<file path="config.mk">
export PLATFORM = sky130hd
export DESIGN_NAME = pipe4_core
export DESIGN_NICKNAME = d
export VERILOG_FILES = /design/src/rtl/pipe4_pkg.sv /design/src/rtl/pipe4_regfile.sv /design/src/rtl/pipe4_alu.sv /design/src/rtl/pipe4_hazard.sv /design/src/rtl/pipe4_core.sv
export SDC_FILE = /design/constraint.sdc
export NUM_CORES = 1
export LEC_CHECK = 0
export BUFFER_PORTS_ARGS = -buffer_cell sky130_fd_sc_hd__buf_2
export CAP_MARGIN = 25
export CELL_PAD_IN_SITES_DETAIL_PLACEMENT = 1
export CELL_PAD_IN_SITES_GLOBAL_PLACEMENT = 2
export CORE_UTILIZATION = 40
export CTS_BUF_LIST = sky130_fd_sc_hd__clkbuf_8 sky130_fd_sc_hd__clkbuf_16
export CTS_CLUSTER_DIAMETER = 150
export DETAILED_ROUTE_END_ITERATION = 10
export PLACE_DENSITY_LB_ADDON = 0.1
export SLEW_MARGIN = 20
export SYNTH_ARGS = -nofsm -noshare
export SYNTH_HDL_FRONTEND = slang
export SYNTH_SLANG_ARGS = --single-unit
export TNS_END_PERCENT = 100
</file>
<file path="constraint.sdc">
create_clock -name clk -period 10.7 [get_ports clk]
set_input_delay 1.605 -clock clk [delete_from_list [all_inputs] [get_ports clk]]
set_output_delay 1.605 -clock clk [all_outputs]
set_load 0.01 [all_outputs]
</file>
<file path="src/rtl/pipe4_pkg.sv">
package pipe4_pkg;
  localparam int unsigned INSTR_W = 16;
  localparam int unsigned RIDX_W  = 3;
  localparam int unsigned NREG    = 1 << RIDX_W;

  typedef enum logic [3:0] {
    OP_NOP  = 4'h0,
    OP_ADD  = 4'h1,
    OP_SUB  = 4'h2,
    OP_AND  = 4'h3,
    OP_OR   = 4'h4,
    OP_XOR  = 4'h5,
    OP_ADDI = 4'h6,
    OP_JMP  = 4'h8
  } opcode_e;

  typedef enum logic [2:0] {
    ALU_ADD, ALU_SUB, ALU_AND, ALU_OR, ALU_XOR
  } alu_op_e;

  typedef struct packed {
    alu_op_e alu;
    logic    use_a;
    logic    use_b;
    logic    wr;
    logic    imm;
    logic    jmp;
  } ctrl_t;

  function automatic ctrl_t decode_ctrl(input logic [3:0] opc);
    ctrl_t c;
    c = '{alu: ALU_ADD, default: 1'b0};
    case (opc)
      OP_ADD:  begin c.use_a = 1'b1; c.use_b = 1'b1; c.wr = 1'b1; end
      OP_SUB:  begin c.use_a = 1'b1; c.use_b = 1'b1; c.wr = 1'b1; c.alu = ALU_SUB; end
      OP_AND:  begin c.use_a = 1'b1; c.use_b = 1'b1; c.wr = 1'b1; c.alu = ALU_AND; end
      OP_OR:   begin c.use_a = 1'b1; c.use_b = 1'b1; c.wr = 1'b1; c.alu = ALU_OR; end
      OP_XOR:  begin c.use_a = 1'b1; c.use_b = 1'b1; c.wr = 1'b1; c.alu = ALU_XOR; end
      OP_ADDI: begin c.use_a = 1'b1; c.imm = 1'b1; c.wr = 1'b1; end
      OP_JMP:  c.jmp = 1'b1;
      default: c.wr = 1'b0;
    endcase
    return c;
  endfunction
endpackage

</file>
<file path="src/rtl/pipe4_regfile.sv">
module pipe4_regfile
  import pipe4_pkg::*;
#(
  parameter int unsigned XLEN = 16
) (
  input  logic                   clk,
  input  logic                   rst_n,
  input  logic [1:0][RIDX_W-1:0] raddr,
  output logic [1:0][XLEN-1:0]   rdata,
  input  logic                   we,
  input  logic [RIDX_W-1:0]      waddr,
  input  logic [XLEN-1:0]        wdata
);
  logic [XLEN-1:0] regs_q [NREG];

  // Written at the edge that ends the write stage; entry 0 is never written.
  always_ff @(posedge clk or negedge rst_n) begin
    if (!rst_n) begin
      for (int i = 0; i < int'(NREG); i++) regs_q[i] <= '0;
    end else if (we && (waddr != '0)) begin
      regs_q[waddr] <= wdata;
    end
  end

  for (genvar p = 0; p < 2; p++) begin : g_rport
    assign rdata[p] = (raddr[p] == '0) ? '0 : regs_q[raddr[p]];
  end
endmodule

</file>
<file path="src/rtl/pipe4_alu.sv">
module pipe4_alu
  import pipe4_pkg::*;
#(
  parameter int unsigned XLEN = 16
) (
  input  alu_op_e         op,
  input  logic [XLEN-1:0] a,
  input  logic [XLEN-1:0] b,
  output logic [XLEN-1:0] y
);
  always_comb begin
    case (op)
      ALU_SUB: y = a - b;
      ALU_AND: y = a & b;
      ALU_OR:  y = a | b;
      ALU_XOR: y = a ^ b;
      default: y = a + b;
    endcase
  end
endmodule

</file>
<file path="src/rtl/pipe4_hazard.sv">
module pipe4_hazard #(
  parameter int unsigned RW = 3
) (
  input  logic              fwd_en,
  input  logic              d_valid,
  input  logic [1:0]        d_use,
  input  logic [1:0][RW-1:0] d_rs,
  input  logic [1:0]        x_use,
  input  logic [1:0][RW-1:0] x_rs,
  input  logic              x_valid,
  input  logic              x_wr,
  input  logic [RW-1:0]     x_rd,
  input  logic              w_valid,
  input  logic              w_wr,
  input  logic [RW-1:0]     w_rd,
  output logic              stall,
  output logic [1:0]        d_byp,
  output logic [1:0]        x_fwd
);
  logic [1:0] hit_x, hit_w, hit_xw;

  for (genvar p = 0; p < 2; p++) begin : g_opnd
    // decode operand against producer in execute / in write-back
    assign hit_x[p]  = d_use[p] && (d_rs[p] != '0) && x_valid && x_wr && (x_rd == d_rs[p]);
    assign hit_w[p]  = d_use[p] && (d_rs[p] != '0) && w_valid && w_wr && (w_rd == d_rs[p]);
    // execute operand against producer now in write-back
    assign hit_xw[p] = x_use[p] && (x_rs[p] != '0) && w_valid && w_wr && (w_rd == x_rs[p]);
  end

  assign stall = d_valid && !fwd_en && ((|hit_x) || (|hit_w));
  assign d_byp = fwd_en ? hit_w  : 2'b00;
  assign x_fwd = fwd_en ? hit_xw : 2'b00;
endmodule

</file>
<file path="src/rtl/pipe4_core.sv">
module pipe4_core
  import pipe4_pkg::*;
#(
  parameter  int unsigned XLEN       = 16,
  parameter  int unsigned IMEM_DEPTH = 32,
  localparam int unsigned PCW        = $clog2(IMEM_DEPTH)
) (
  input  logic               clk,
  input  logic               rst_n,
  input  logic               fwd_en,
  input  logic               prog_we,
  input  logic [PCW-1:0]     prog_addr,
  input  logic [INSTR_W-1:0] prog_data,
  output logic               stall_o,
  output logic               flush_o,
  output logic               retire_valid,
  output logic [PCW-1:0]     retire_pc,
  output logic [RIDX_W-1:0]  retire_rd,
  output logic [XLEN-1:0]    retire_value
);
  typedef struct packed {
    logic               valid;
    logic [PCW-1:0]     pc;
    logic [INSTR_W-1:0] instr;
  } fbuf_t;

  typedef struct packed {
    logic                   valid;
    logic [PCW-1:0]         pc;
    ctrl_t                  ctrl;
    logic [RIDX_W-1:0]      rd;
    logic [1:0][RIDX_W-1:0] rs;
    logic [1:0][XLEN-1:0]   src;
  } dbuf_t;

  typedef struct packed {
    logic              valid;
    logic [PCW-1:0]    pc;
    logic              wr;
    logic [RIDX_W-1:0] rd;
    logic [XLEN-1:0]   rslt;
  } xbuf_t;

  logic [INSTR_W-1:0] imem [IMEM_DEPTH];
  logic [PCW-1:0]     pc_q, pc_d;
  fbuf_t              b1_q, b1_d;
  dbuf_t              b2_q, b2_d;
  xbuf_t              b3_q, b3_d;
  logic               fe_en;

  always_ff @(posedge clk) begin
    if (prog_we) imem[prog_addr] <= prog_data;
  end

  // ---------------- decode ----------------
  ctrl_t                  d_ctrl;
  logic [1:0][RIDX_W-1:0] d_rs;
  logic [1:0]             d_use, d_byp;
  logic [1:0][XLEN-1:0]   rf_rd, d_opnd;
  logic [XLEN-1:0]        d_imm;
  logic [PCW-1:0]         jmp_tgt;
  logic                   stall, flush;

  assign d_ctrl  = decode_ctrl(b1_q.instr[15:12]);
  assign d_rs[0] = b1_q.instr[8:6];
  assign d_rs[1] = b1_q.instr[5:3];
  assign d_use   = {d_ctrl.use_b, d_ctrl.use_a};
  assign d_imm   = XLEN'($signed(b1_q.instr[5:0]));
  assign jmp_tgt = b1_q.pc + PCW'($signed(b1_q.instr[8:0]));
  assign flush   = b1_q.valid && d_ctrl.jmp && !stall;

  pipe4_regfile #(.XLEN(XLEN)) u_rf (
    .clk   (clk),
    .rst_n (rst_n),
    .raddr (d_rs),
    .rdata (rf_rd),
    .we    (b3_q.valid && b3_q.wr),
    .waddr (b3_q.rd),
    .wdata (b3_q.rslt)
  );

  for (genvar p = 0; p < 2; p++) begin : g_dsrc
    assign d_opnd[p] = d_byp[p] ? b3_q.rslt : rf_rd[p];
  end

  // ---------------- execute ----------------
  logic [1:0]           x_fwd;
  logic [1:0][XLEN-1:0] x_opnd;
  logic [XLEN-1:0]      x_res;

  for (genvar p = 0; p < 2; p++) begin : g_xsrc
    assign x_opnd[p] = x_fwd[p] ? b3_q.rslt : b2_q.src[p];
  end

  pipe4_alu #(.XLEN(XLEN)) u_alu (
    .op (b2_q.ctrl.alu),
    .a  (x_opnd[0]),
    .b  (x_opnd[1]),
    .y  (x_res)
  );

  pipe4_hazard #(.RW(RIDX_W)) u_hz (
    .fwd_en  (fwd_en),
    .d_valid (b1_q.valid),
    .d_use   (d_use),
    .d_rs    (d_rs),
    .x_use   ({b2_q.ctrl.use_b, b2_q.ctrl.use_a}),
    .x_rs    (b2_q.rs),
    .x_valid (b2_q.valid),
    .x_wr    (b2_q.ctrl.wr),
    .x_rd    (b2_q.rd),
    .w_valid (b3_q.valid),
    .w_wr    (b3_q.wr),
    .w_rd    (b3_q.rd),
    .stall   (stall),
    .d_byp   (d_byp),
    .x_fwd   (x_fwd)
  );

  // ---------------- next state ----------------
  assign fe_en = !stall;

  always_comb begin
    pc_d       = flush ? jmp_tgt : pc_q + PCW'(1);
    b1_d.valid = !flush;
    b1_d.pc    = pc_q;
    b1_d.instr = imem[pc_q];

    b2_d.valid  = b1_q.valid && !stall;
    b2_d.pc     = b1_q.pc;
    b2_d.ctrl   = d_ctrl;
    b2_d.rd     = b1_q.instr[11:9];
    b2_d.rs     = d_rs;
    b2_d.src[0] = d_opnd[0];
    b2_d.src[1] = d_ctrl.imm ? d_imm : d_opnd[1];

    b3_d.valid = b2_q.valid;
    b3_d.pc    = b2_q.pc;
    b3_d.wr    = b2_q.ctrl.wr;
    b3_d.rd    = b2_q.rd;
    b3_d.rslt  = x_res;
  end

  // ---------------- registers ----------------
  always_ff @(posedge clk or negedge rst_n) begin
    if (!rst_n) begin
      pc_q <= '0;
      b1_q <= '0;
      b2_q <= '0;
      b3_q <= '0;
    end else begin
      if (fe_en) begin
        pc_q <= pc_d;
        b1_q <= b1_d;
      end
      b2_q <= b2_d;
      b3_q <= b3_d;
    end
  end

  assign stall_o      = stall;
  assign flush_o      = flush;
  assign retire_valid = b3_q.valid;
  assign retire_pc    = b3_q.pc;
  assign retire_rd    = b3_q.wr ? b3_q.rd : '0;
  assign retire_value = (b3_q.wr && (b3_q.rd != '0)) ? b3_q.rslt : '0;
endmodule

</file>
==> Word-level counts from Yosys, hierarchy flattened <==
Memories as Yosys holds them, arrays and structs flattened. A register that Yosys moved wholly into a read port is not among the register bits.
Index checks and enable logic that the tools add are counted.
{ "word_totals": {"ff_bits": 217, "ramBits": 512, "inputBits": 25, "mem_count": 1} }
{ "memory_table": {"columns": ["memory", "words", "width", "rd", "rd_clocked_by_memory_dff", "write_ports", "line_no", "text"], "rows": [
  ["imem", 32, 16, 1, 1, 1, "pipe4_core.sv:44", "logic [INSTR_W-1:0] imem [IMEM_DEPTH];"]
]} }
{ "classes": {"add_sub_neg": 4, "magnitude_cmp": 4, "eq_ne": 17, "n_mux": 29, "bitwise_logic": 6, "n_reduce_logical": 48} }
{ "op_table": {"columns": ["op", "n"], "rows": [
  ["$mux 16", 13],
  ["$bwmux 128", 1],
  ["$bmux 16 s3", 2],
  ["$pmux 16 s4", 1],
  ["$demux 16 s3", 1],
  ["$logic_and 1x1->1", 31],
  ["$eq 3x3->1", 6],
  ["$add 16x16->16", 1],
  ["$and 16x16->16", 1],
  ["$or 16x16->16", 1],
  ["$sub 16x16->16", 1],
  ["$xor 16x16->16", 1],
  ["$reduce_bool 3->1", 5],
  ["$eq 4x3->1 const B", 3],
  ["$ge 4x4->1 const B", 3],
  ["$not 3->4", 3],
  ["$pmux 3 s4", 1],
  ["$eq 4x2->1 const B", 2],
  ["$eq 3x2->1 const B", 2],
  ["$logic_not 3->1", 2],
  ["$mux 1", 6],
  ["$reduce_or 6->1", 1],
  ["$add 5x1->5 const B", 1],
  ["$add 5x5->5", 1],
  ["other kinds (12)", 18]
]} }

==> Longest topological paths before layout <==
Gate-level depths: netlist of the first run.
{ "depth": {"depth_word": 13, "ltp_mapped": 20, "depth_no_buf": 18} }

==> Cells and area by module <==
Synthesis of the first run repeated with hierarchy kept, for this count alone.
{ "hier_totals": {"hier_cells": 1961, "area_unflattened_um2": 32580.0} }
{ "modules_own_cells": {"columns": ["module", "n_inst", "cells_each", "area_each_um2", "seq_area_each_um2"], "rows": [
  ["pipe4_core", 1, 1166, 23933.0, 18002.3],
  ["pipe4_regfile", 1, 463, 6281.0, 2802.7],
  ["pipe4_alu", 1, 285, 2047.0, 0.0],
  ["pipe4_hazard", 1, 47, 319.1, 0.0]
]} }

==> Worst setup path before layout of the first run <==
OpenSTA, ideal clock, no wires.
{ "synth_path": {"path_kind": "input to register", "from": "input fwd_en", "to": "register b3_q[14] (netlist name)", "setup_time_ns": 0.128, "arrival_ns": 4.917, "required_time_ns": 10.572, "slack_ns": 5.656, "cell_stages": 19, "path_buffers": 3, "cell_sequence": "nand2_1 > nor3_1 > o21ai_1 > buf_2 > buf_2 > buf_2 > nor3_1 > a211oi_1 > xnor2_1 > ha_1 > a21o_1 > a21oi_1 > nor2b_1 > o21a_1 > o41a_1 > a211o_1 > a31oi_1 > xor2_1 > o21ai_1"} }
{ "synth_via": {"elab_chain_cells": 4, "word_cells_on_any_way": 9, "classes_between": "2 x add/sub; 4 x mux; 3 x bitwise"} }
{ "synth_rtl": {"columns": ["element", "line_no", "text"], "rows": [
  ["from (decl)", "pipe4_core.sv:10", "input logic fwd_en,"],
  ["$mux 2 (*)", "pipe4_hazard.sv:32", "assign x_fwd = fwd_en ? hit_xw : 2'b00;"],
  ["$mux 16", "pipe4_core.sv:92", "assign x_opnd[p] = x_fwd[p] ? b3_q.rslt : b2_q.src[p];"],
  ["$add 16x16->16, or another cell as far along", "pipe4_alu.sv:17", "default: y = a + b;"],
  ["$pmux 16 s4 (*)", "pipe4_alu.sv:12", "case (op)"],
  ["net u_alu.y[14]", "pipe4_alu.sv:9", "output logic [XLEN-1:0] y"],
  ["to (signal assigned)", "pipe4_core.sv:150", "b3_q <= '0;"],
  ["to (signal assigned)", "pipe4_core.sv:157", "b3_q <= b3_d;"],
  ["to (decl)", "pipe4_core.sv:48", "xbuf_t b3_q, b3_d;"]
]} }
The timed path passes the listed nets; every way through them passes the cells marked *.
A chain may end at the register's enable or synchronous reset.

==> Worst setup path in the final report of the first run <==
{ "layout_path": {"from": "register, netlist name b1_q[6]", "to": "output flush_o"} }
{ "layout_via": {"elab_chain_cells": 10, "word_cells_on_any_way": 16, "classes_between": "2 x eq/ne; 14 x reduce/logical"} }
{ "layout_rtl": {"columns": ["element", "line_no", "text"], "rows": [
  ["$reduce_bool 3->1", "pipe4_hazard.sv:24, pipe4_hazard.sv:25", null],
  ["$logic_and 1x1->1", "pipe4_hazard.sv:24, pipe4_hazard.sv:25", null],
  ["$logic_and 1x1->1 (on tied branches) (3 in series)", "pipe4_hazard.sv:24, pipe4_hazard.sv:25", null],
  ["$reduce_or 2->1", "pipe4_hazard.sv:30", "assign stall = d_valid && !fwd_en && ((|hit_x) || (|hit_w));"],
  ["$logic_or 1x1->1 (*)", "pipe4_hazard.sv:30", null],
  ["$logic_and 1x1->1 (*)", "pipe4_hazard.sv:30", null],
  ["$logic_not 1->1 (*)", "pipe4_core.sv:70", "assign flush = b1_q.valid && d_ctrl.jmp && !stall;"],
  ["$logic_and 1x1->1 (*)", "pipe4_core.sv:70", null],
  ["to (decl)", "pipe4_core.sv:15", "output logic flush_o,"]
]} }
Every way passes the cells marked *; elsewhere a longest branch is shown, timed or not.

==> results by group, run 1 <==
Finish
  • N_diodes: 0
  • Share of cells above drive strength 1: 0.314
  • Most frequent cells in the layout: 512 x edfxtp_1, 209 x dfrtp_1, 192 x mux4_2
  • Post-Layout Cell Count: 3,101
  • Fin nets: 2,060
  • Commonest non-fill, non-tap cell in the layout: edfxtp_1
  • Area delta synth->final: 13.4%

Clock network
  • Root buf cell: clkbuf_16
  • Hold-fix buffers, CTS: 0
  • CTS tree: done
  • Post-CTS setup buffers: 0
  • Clk Latency, worst-skew pair: 0.66 ns
  • Total CTS buffers: 82
  • Max clock buf depth: 3
  • H-Tree Level Count: 3
  • Post-cts resize count: 0
  • CTS Sinks: 729
  • Clock-pin slew on the worst setup and hold paths: 0.06 ns

GRT
  • Total grt overflow: 0
  • Initial antenna violation count: 0
  • Vias in the first global route: 19,200
  • All-Layer GR Usage: 0.211
  • First-pass GRT wire length: 126,000 um
  • Largest net degree at the start of global routing: 117

Yosys
  • Seq cells post-synth: 729
  • Synth Net Count: 1,994
  • Number of flops mapped to enable cells by yosys: 512
  • Yosys Warn Count: 0
  • Syn Inst Count: 1,918
  • Post-synth cell types: 71
  • Post-synthesis sequential area ratio: 0.649
  • Asr flop ratio synth: 0.298
  • Main synth FF type: edfxtp_1
  • Synth Cell Area: 32,100 sq um
  • Avg Cell Area, Syn: 16.7 sq um

Worst setup path
  • Most used cell, CP: buf_4
  • Worst path bufs/invs: 4
  • Slowest stage cell, crit path: dfrtp_2
  • R2R Path Start: b3_q[18]
  • R2R depth: 17
  • CP peak stage delay: 0.65 ns
  • Worst R2R Setup Slack: 5.59 ns
  • R2R Path End: b3_q[10]
  • Crit end category: output port
  • CP delay by family, top: buffers and inverters
  • Worst EP arrival: 3.93 ns
  • Startpoint types: flip-flop
  • CP Depth: 10
  • CP required: 9.10 ns
  • Critical path type: flip-flop to output port
  • Critical-path cell list: buf_4 > nor3_1 > nor4_2 > and4_1 > o211ai_1 > a311o_2 > buf_4 > nand4_2 > inv_2 > buf_2
  • Worst-path fanout max: 44

Job
  • Max Cap Viol: 0

Place
  • Detail Placement HPWL: 52,700 um
  • Dpl cells: 2,949
  • Number of port buffers: 51
  • Routability Congestion: 0.748
  • Pre-CTS setup slack: 4.92 ns

Timing
  • RSZ-0062 raised after global routing: false
  • Final Cycle Share: 0.517
  • Worst Clk Skew: 0.0370 ns
  • Highest Clock Rate: 0.181 GHz
  • Slew headroom: 0.309
  • Setup tns final: 0 ns
  • Hold Vio Cnt, Final: 0
  • Final worst slack: 5.16 ns
  • Final setup violation count: 0
  • Worst-Margin Slew: 1.03 ns
  • Fin crit period: 5.54 ns
  • Slew Limit Fails: 0

Floorplanning
  • Die ar.: 81,300 sq um
  • Chip Width: 285 um
  • Rows: 103
  • Die Y: 285 um
  • I/O Pins: 52
  • Core Area: 79,100 sq um
  • Initial Utilization: 0.405

Worst hold path
  • Hold path startpoint: b2_q[49]
  • Min-Delay Path Class: flip-flop to flip-flop
  • WHS Endpoint: retire_pc[0]
  • Hold path depth: 0

Power
  • P_leak: 0.0133 uW
  • Worst vdd ir: 0.176 mV
  • Power Total: 10,900 uW
  • P per Cell Area: 299 nW/um^2

Route
  • WL final: 84,000 um
  • DR pass1 iterations: 5
  • Residual DRC count: 0
  • Vias/cell: 5.63
  • Starting DRT DRC Count: 1,090
  • Number of routed nets with antenna violations: 0
  • Drt wl/cell: 27.1 um
  • DR vias: 17,400

Run status
  • Status: finished clean
power breakdown:
group          total [uW]  switching, uW  internal [uW]  leakage, uW
Clock                2720           1190           1530      0.00135
Combinational        4110           2110           2000      0.00474
Sequential           4060            576           3480      0.00725
how the worst max path moves through the flow:
stage | start | to | slack [ns]
after floorplan | fwd_en | b3_q[14] | 5.66
after global placement | fwd_en | b3_q[14] | 4.99
after detailed placement | fwd_en | b3_q[10] | 4.92
after CTS | b1_q[6] | flush_o | 5.05
after global routing | b1_q[6] | flush_o | 4.91
final | b1_q[6] | flush_o | 5.16
Yosys cell counts, types with 6 or more instances:
library cell | instances | area share
mux2i_1 | 60 | 0.019
buf_2 | 12 | 0.0019
nor3_1 | 20 | 0.0031
o21ai_0 | 16 | 0.0025
and2_1 | 25 | 0.0049
a21oi_1 | 81 | 0.013
clkbuf_1 | 79 | 0.0092
dfrtp_1 | 217 | 0.17
a21o_1 | 11 | 0.0026
mux2_2 | 140 | 0.049
nor2b_1 | 18 | 0.0035
o21ai_1 | 44 | 0.0069
a22o_1 | 11 | 0.0030
a211oi_1 | 15 | 0.0035
nand2_1 | 38 | 0.0044
a22oi_1 | 13 | 0.0030
edfxtp_1 | 512 | 0.48
buf_1 | 36 | 0.0042
xor2_1 | 18 | 0.0049
a221o_1 | 16 | 0.0050
a31oi_1 | 6 | 0.0012
ha_1 | 49 | 0.019
xnor2_1 | 30 | 0.0082
nor2_1 | 113 | 0.013
inv_2 | 13 | 0.0015
nand3_1 | 14 | 0.0022
mux4_2 | 192 | 0.13
inv_1 | 34 | 0.0040
nand3b_1 | 7 | 0.0016
kinds of logic (layout without fill, tap and decap cells):
family	after synthesis	in the layout	share of synthesized area
flops	729	729	0.649
mux	394	394	0.204
xor+xnor	48	48	0.0131
compound gates	245	245	0.0499
simple gates	272	272	0.0424
fa+ha+maj	51	51	0.0204
buf+inv	179	312	0.0220
metrics by stage:
stage / utilization / area (sq um) / hold slack, ns
2_1_floorplan: - / 32100 / 0.331
3_3_place_gp: 0.426 / 33700 / 0.335
3_5_place_dp: 0.426 / 33700 / 0.338
4_1_cts: 0.460 / 36400 / 0.347
5_1_grt: 0.460 / 36400 / 0.355
6_report: 0.460 / 36400 / 0.345
metal layers:
metal / up-vias / GRT usage / wire (um)
met5: - / 0 / 0
met4: 0 / 0.0729 / 2560
met3: 138 / 0.0266 / 2700
met2: 339 / 0.367 / 43600
met1: 9333 / 0.270 / 35100
li1: 7638 / - / -
state kept, by name (all words and copies together) (netlist names):
| register | flops |
|---|---|
| imem | 512 |
| u_rf.regs_q | 112 |
| b2_q | 52 |
| b1_q | 22 |
| b3_q | 20 |
| pc_q | 5 |
| retire_pc | 5 |
| retire_valid | 1 |
final cells by class:
class                   instances  area, sq um
fillers                      7583        42700
flip-flops and latches        729        20800
multi-input cells            1010        10700
clock buffers                  84         2090
well taps                    1050         1310
repair buffers                114          738
clock inverters                67          546
inverters                      47          176
Note: power is estimated with default switching activity, not from simulation.
==> run 2: changes to the inputs <==
==> constraint.sdc (replaced) <==
create_clock -name clk -period 4.5 [get_ports clk]
set_input_delay 0.675 -clock clk [delete_from_list [all_inputs] [get_ports clk]]
set_output_delay 0.675 -clock clk [all_outputs]
set_load 0.01 [all_outputs]
==> results by group, run 2 (synthesis results as in run 1) <==
Run status
  • Status: finished clean

Finish
  • Area delta synth->final: 14.5%
  • Top flop regs: imem x512, u_rf.regs_q x112, b2_q x52
  • Commonest non-fill, non-tap cell in the layout: edfxtp_1
  • FF+latch area: 20,800 sq um
  • N_diodes: 0
  • Multi-input logic area: 10,700 sq um
  • Number of flip-flops in the largest register: 512
  • Final core occ: 0.464
  • Fin nets: 2,082
  • Most frequent cells in the layout: 512 x edfxtp_1, 210 x dfrtp_1, 192 x mux4_2
  • Share of cells above drive strength 1: 0.324
  • Largest Register: imem
  • Post-Layout Cell Count: 3,119
  • Filler cells: 7,588

Place
  • Dpl cells: 2,972
  • Number of port buffers: 51
  • Routability Congestion: 0.748
  • Detail Placement HPWL: 55,000 um
  • Pre-CTS setup slack: 0.0969 ns

Route
  • WL final: 85,200 um
  • Drt wl/cell: 27.3 um
  • Residual DRC count: 0
  • DR pass1 iterations: 5
  • Starting DRT DRC Count: 1,075
  • Number of routed nets with antenna violations: 0
  • DR vias: 17,600
  • Vias/cell: 5.63

GRT
  • All-Layer GR Usage: 0.213
  • Vias in the first global route: 19,100
  • First-pass GRT wire length: 128,000 um
  • Initial antenna violation count: 1
  • Total grt overflow: 0
  • Largest net degree at the start of global routing: 92

Clock network
  • CTS tree: done
  • Clock-pin slew on the worst setup and hold paths: 0.06 ns
  • Root buf cell: clkbuf_16
  • Total CTS buffers: 82
  • Clk Latency, worst-skew pair: 0.67 ns
  • Post-cts resize count: 0
  • Max clock buf depth: 3
  • Hold-fix buffers, CTS: 0
  • CTS Sinks: 729
  • Post-CTS setup buffers: 0
  • H-Tree Level Count: 3

Floorplanning
  • Chip Width: 285 um
  • Initial Utilization: 0.405
  • Core Area: 79,100 sq um
  • Die Y: 285 um
  • Rows: 103
  • I/O Pins: 52
  • Die ar.: 81,300 sq um

Timing
  • Worst-Margin Slew: 1.06 ns
  • Highest Clock Rate: 0.237 GHz
  • Slew headroom: 0.291
  • Fin Hold WS: 0.0801 ns
  • Final worst slack: 0.273 ns
  • Slew Limit Fails: 0
  • Final setup violation count: 0
  • Hold Vio Cnt, Final: 0
  • Setup tns final: 0 ns
  • Final Cycle Share: 0.939
  • Worst Clk Skew: 0.0431 ns
  • RSZ-0062 raised after global routing: false
  • Fin crit period: 4.23 ns

Worst setup path
  • Crit end category: flip-flop
  • Critical path type: flip-flop to flip-flop
  • R2R Path End: b3_q[14]
  • R2R depth: 16
  • Worst-path fanout max: 11
  • CP required: 4.99 ns
  • R2R Path Start: b3_q[17]
  • Worst EP arrival: 4.72 ns
  • Startpoint types: flip-flop
  • Worst R2R Setup Slack: 0.27 ns

Worst hold path
  • Min-Delay Path Class: input pin to asynchronous set/reset pin

Power
  • P per Cell Area: 720 nW/um^2
  • Worst vdd ir: 0.445 mV
  • P_leak: 0.0135 uW

Job
  • Max Cap Viol: 0
-- run 2: cell count changes in the layout (fill, tap and decap cells not counted), moves of 3 or more --
cell	before	now
buf_12	0	7
buf_4	63	76
clkbuf_8	1	6
clkinv_1	17	14
clkinv_4	3	0
inv_1	50	46
-- run 2: area by class of cell --
cell class | instances | area share
Multi-Input combinational cell | 1010 | 0.292
Tap cell | 1050 | 0.0358
Inverter | 47 | 0.00480
Clock inverter | 58 | 0.0147
Sequential cell | 729 | 0.567
Clock buffer | 89 | 0.0588
Timing Repair Buffer | 136 | 0.0272
-- run 2: per-stage QoR --
| stage | power, uW | cell area, sq um |
|---|---|---|
| 2_1_floorplan | 16600 | 32100 |
| 3_3_place_gp | 20000 | 34000 |
| 3_5_place_dp | 20100 | 34000 |
| 4_1_cts | 26900 | 36700 |
| 5_1_grt | 27900 | 36700 |
| 6_report | 26500 | 36700 |
-- run 2: where the power goes --
group          leakage [uW]  internal (uW)  switching (uW)
combinational       0.00488           4970            5470
sequential          0.00725           8280            1070
clock               0.00136           3830            2830
total                0.0135          17100            9370
-- run 2: routing by layer --
metal  routed length (um)  part of all wire  vias to the layer above  track usage
met5                   13           0.00015                        -            0
met4                 2470             0.029                        2       0.0713
li1                     -                 -                     7665            -
met3                 2380             0.028                      141       0.0254
met1                35600              0.42                     9429        0.273
met2                44800              0.53                      317        0.375
-- run 2: worst max path at each step --
stage	start	endpoint	slack, ns	cells past startpoint
finish	b3_q[17]	b3_q[14]	0.27	16
CTS	b3_q[17]	b3_q[14]	0.08	16
global placement	fwd_en	b3_q[14]	0.16	17
global route	b3_q[17]	b3_q[14]	0.04	16
detailed placement	fwd_en	b3_q[14]	0.1	17
floorplan	b3_q[17]	b3_q[14]	0.36	19
-- run 2: worst max-delay path: stages (launching register included) --
cell and delay [ns]:
dfrtp_1 0.44, or3b_1 0.41, a211oi_2 0.26, o21ai_4 0.18
buf_4 0.22, mux2i_1 0.26, nor2b_1 0.22, xnor2_1 0.09
ha_1 0.35, a21oi_1 0.20, nor2b_1 0.07, o21a_1 0.19
o41a_1 0.40, a211o_1 0.31, a31oi_1 0.21, xor2_1 0.19
o21ai_1 0.08
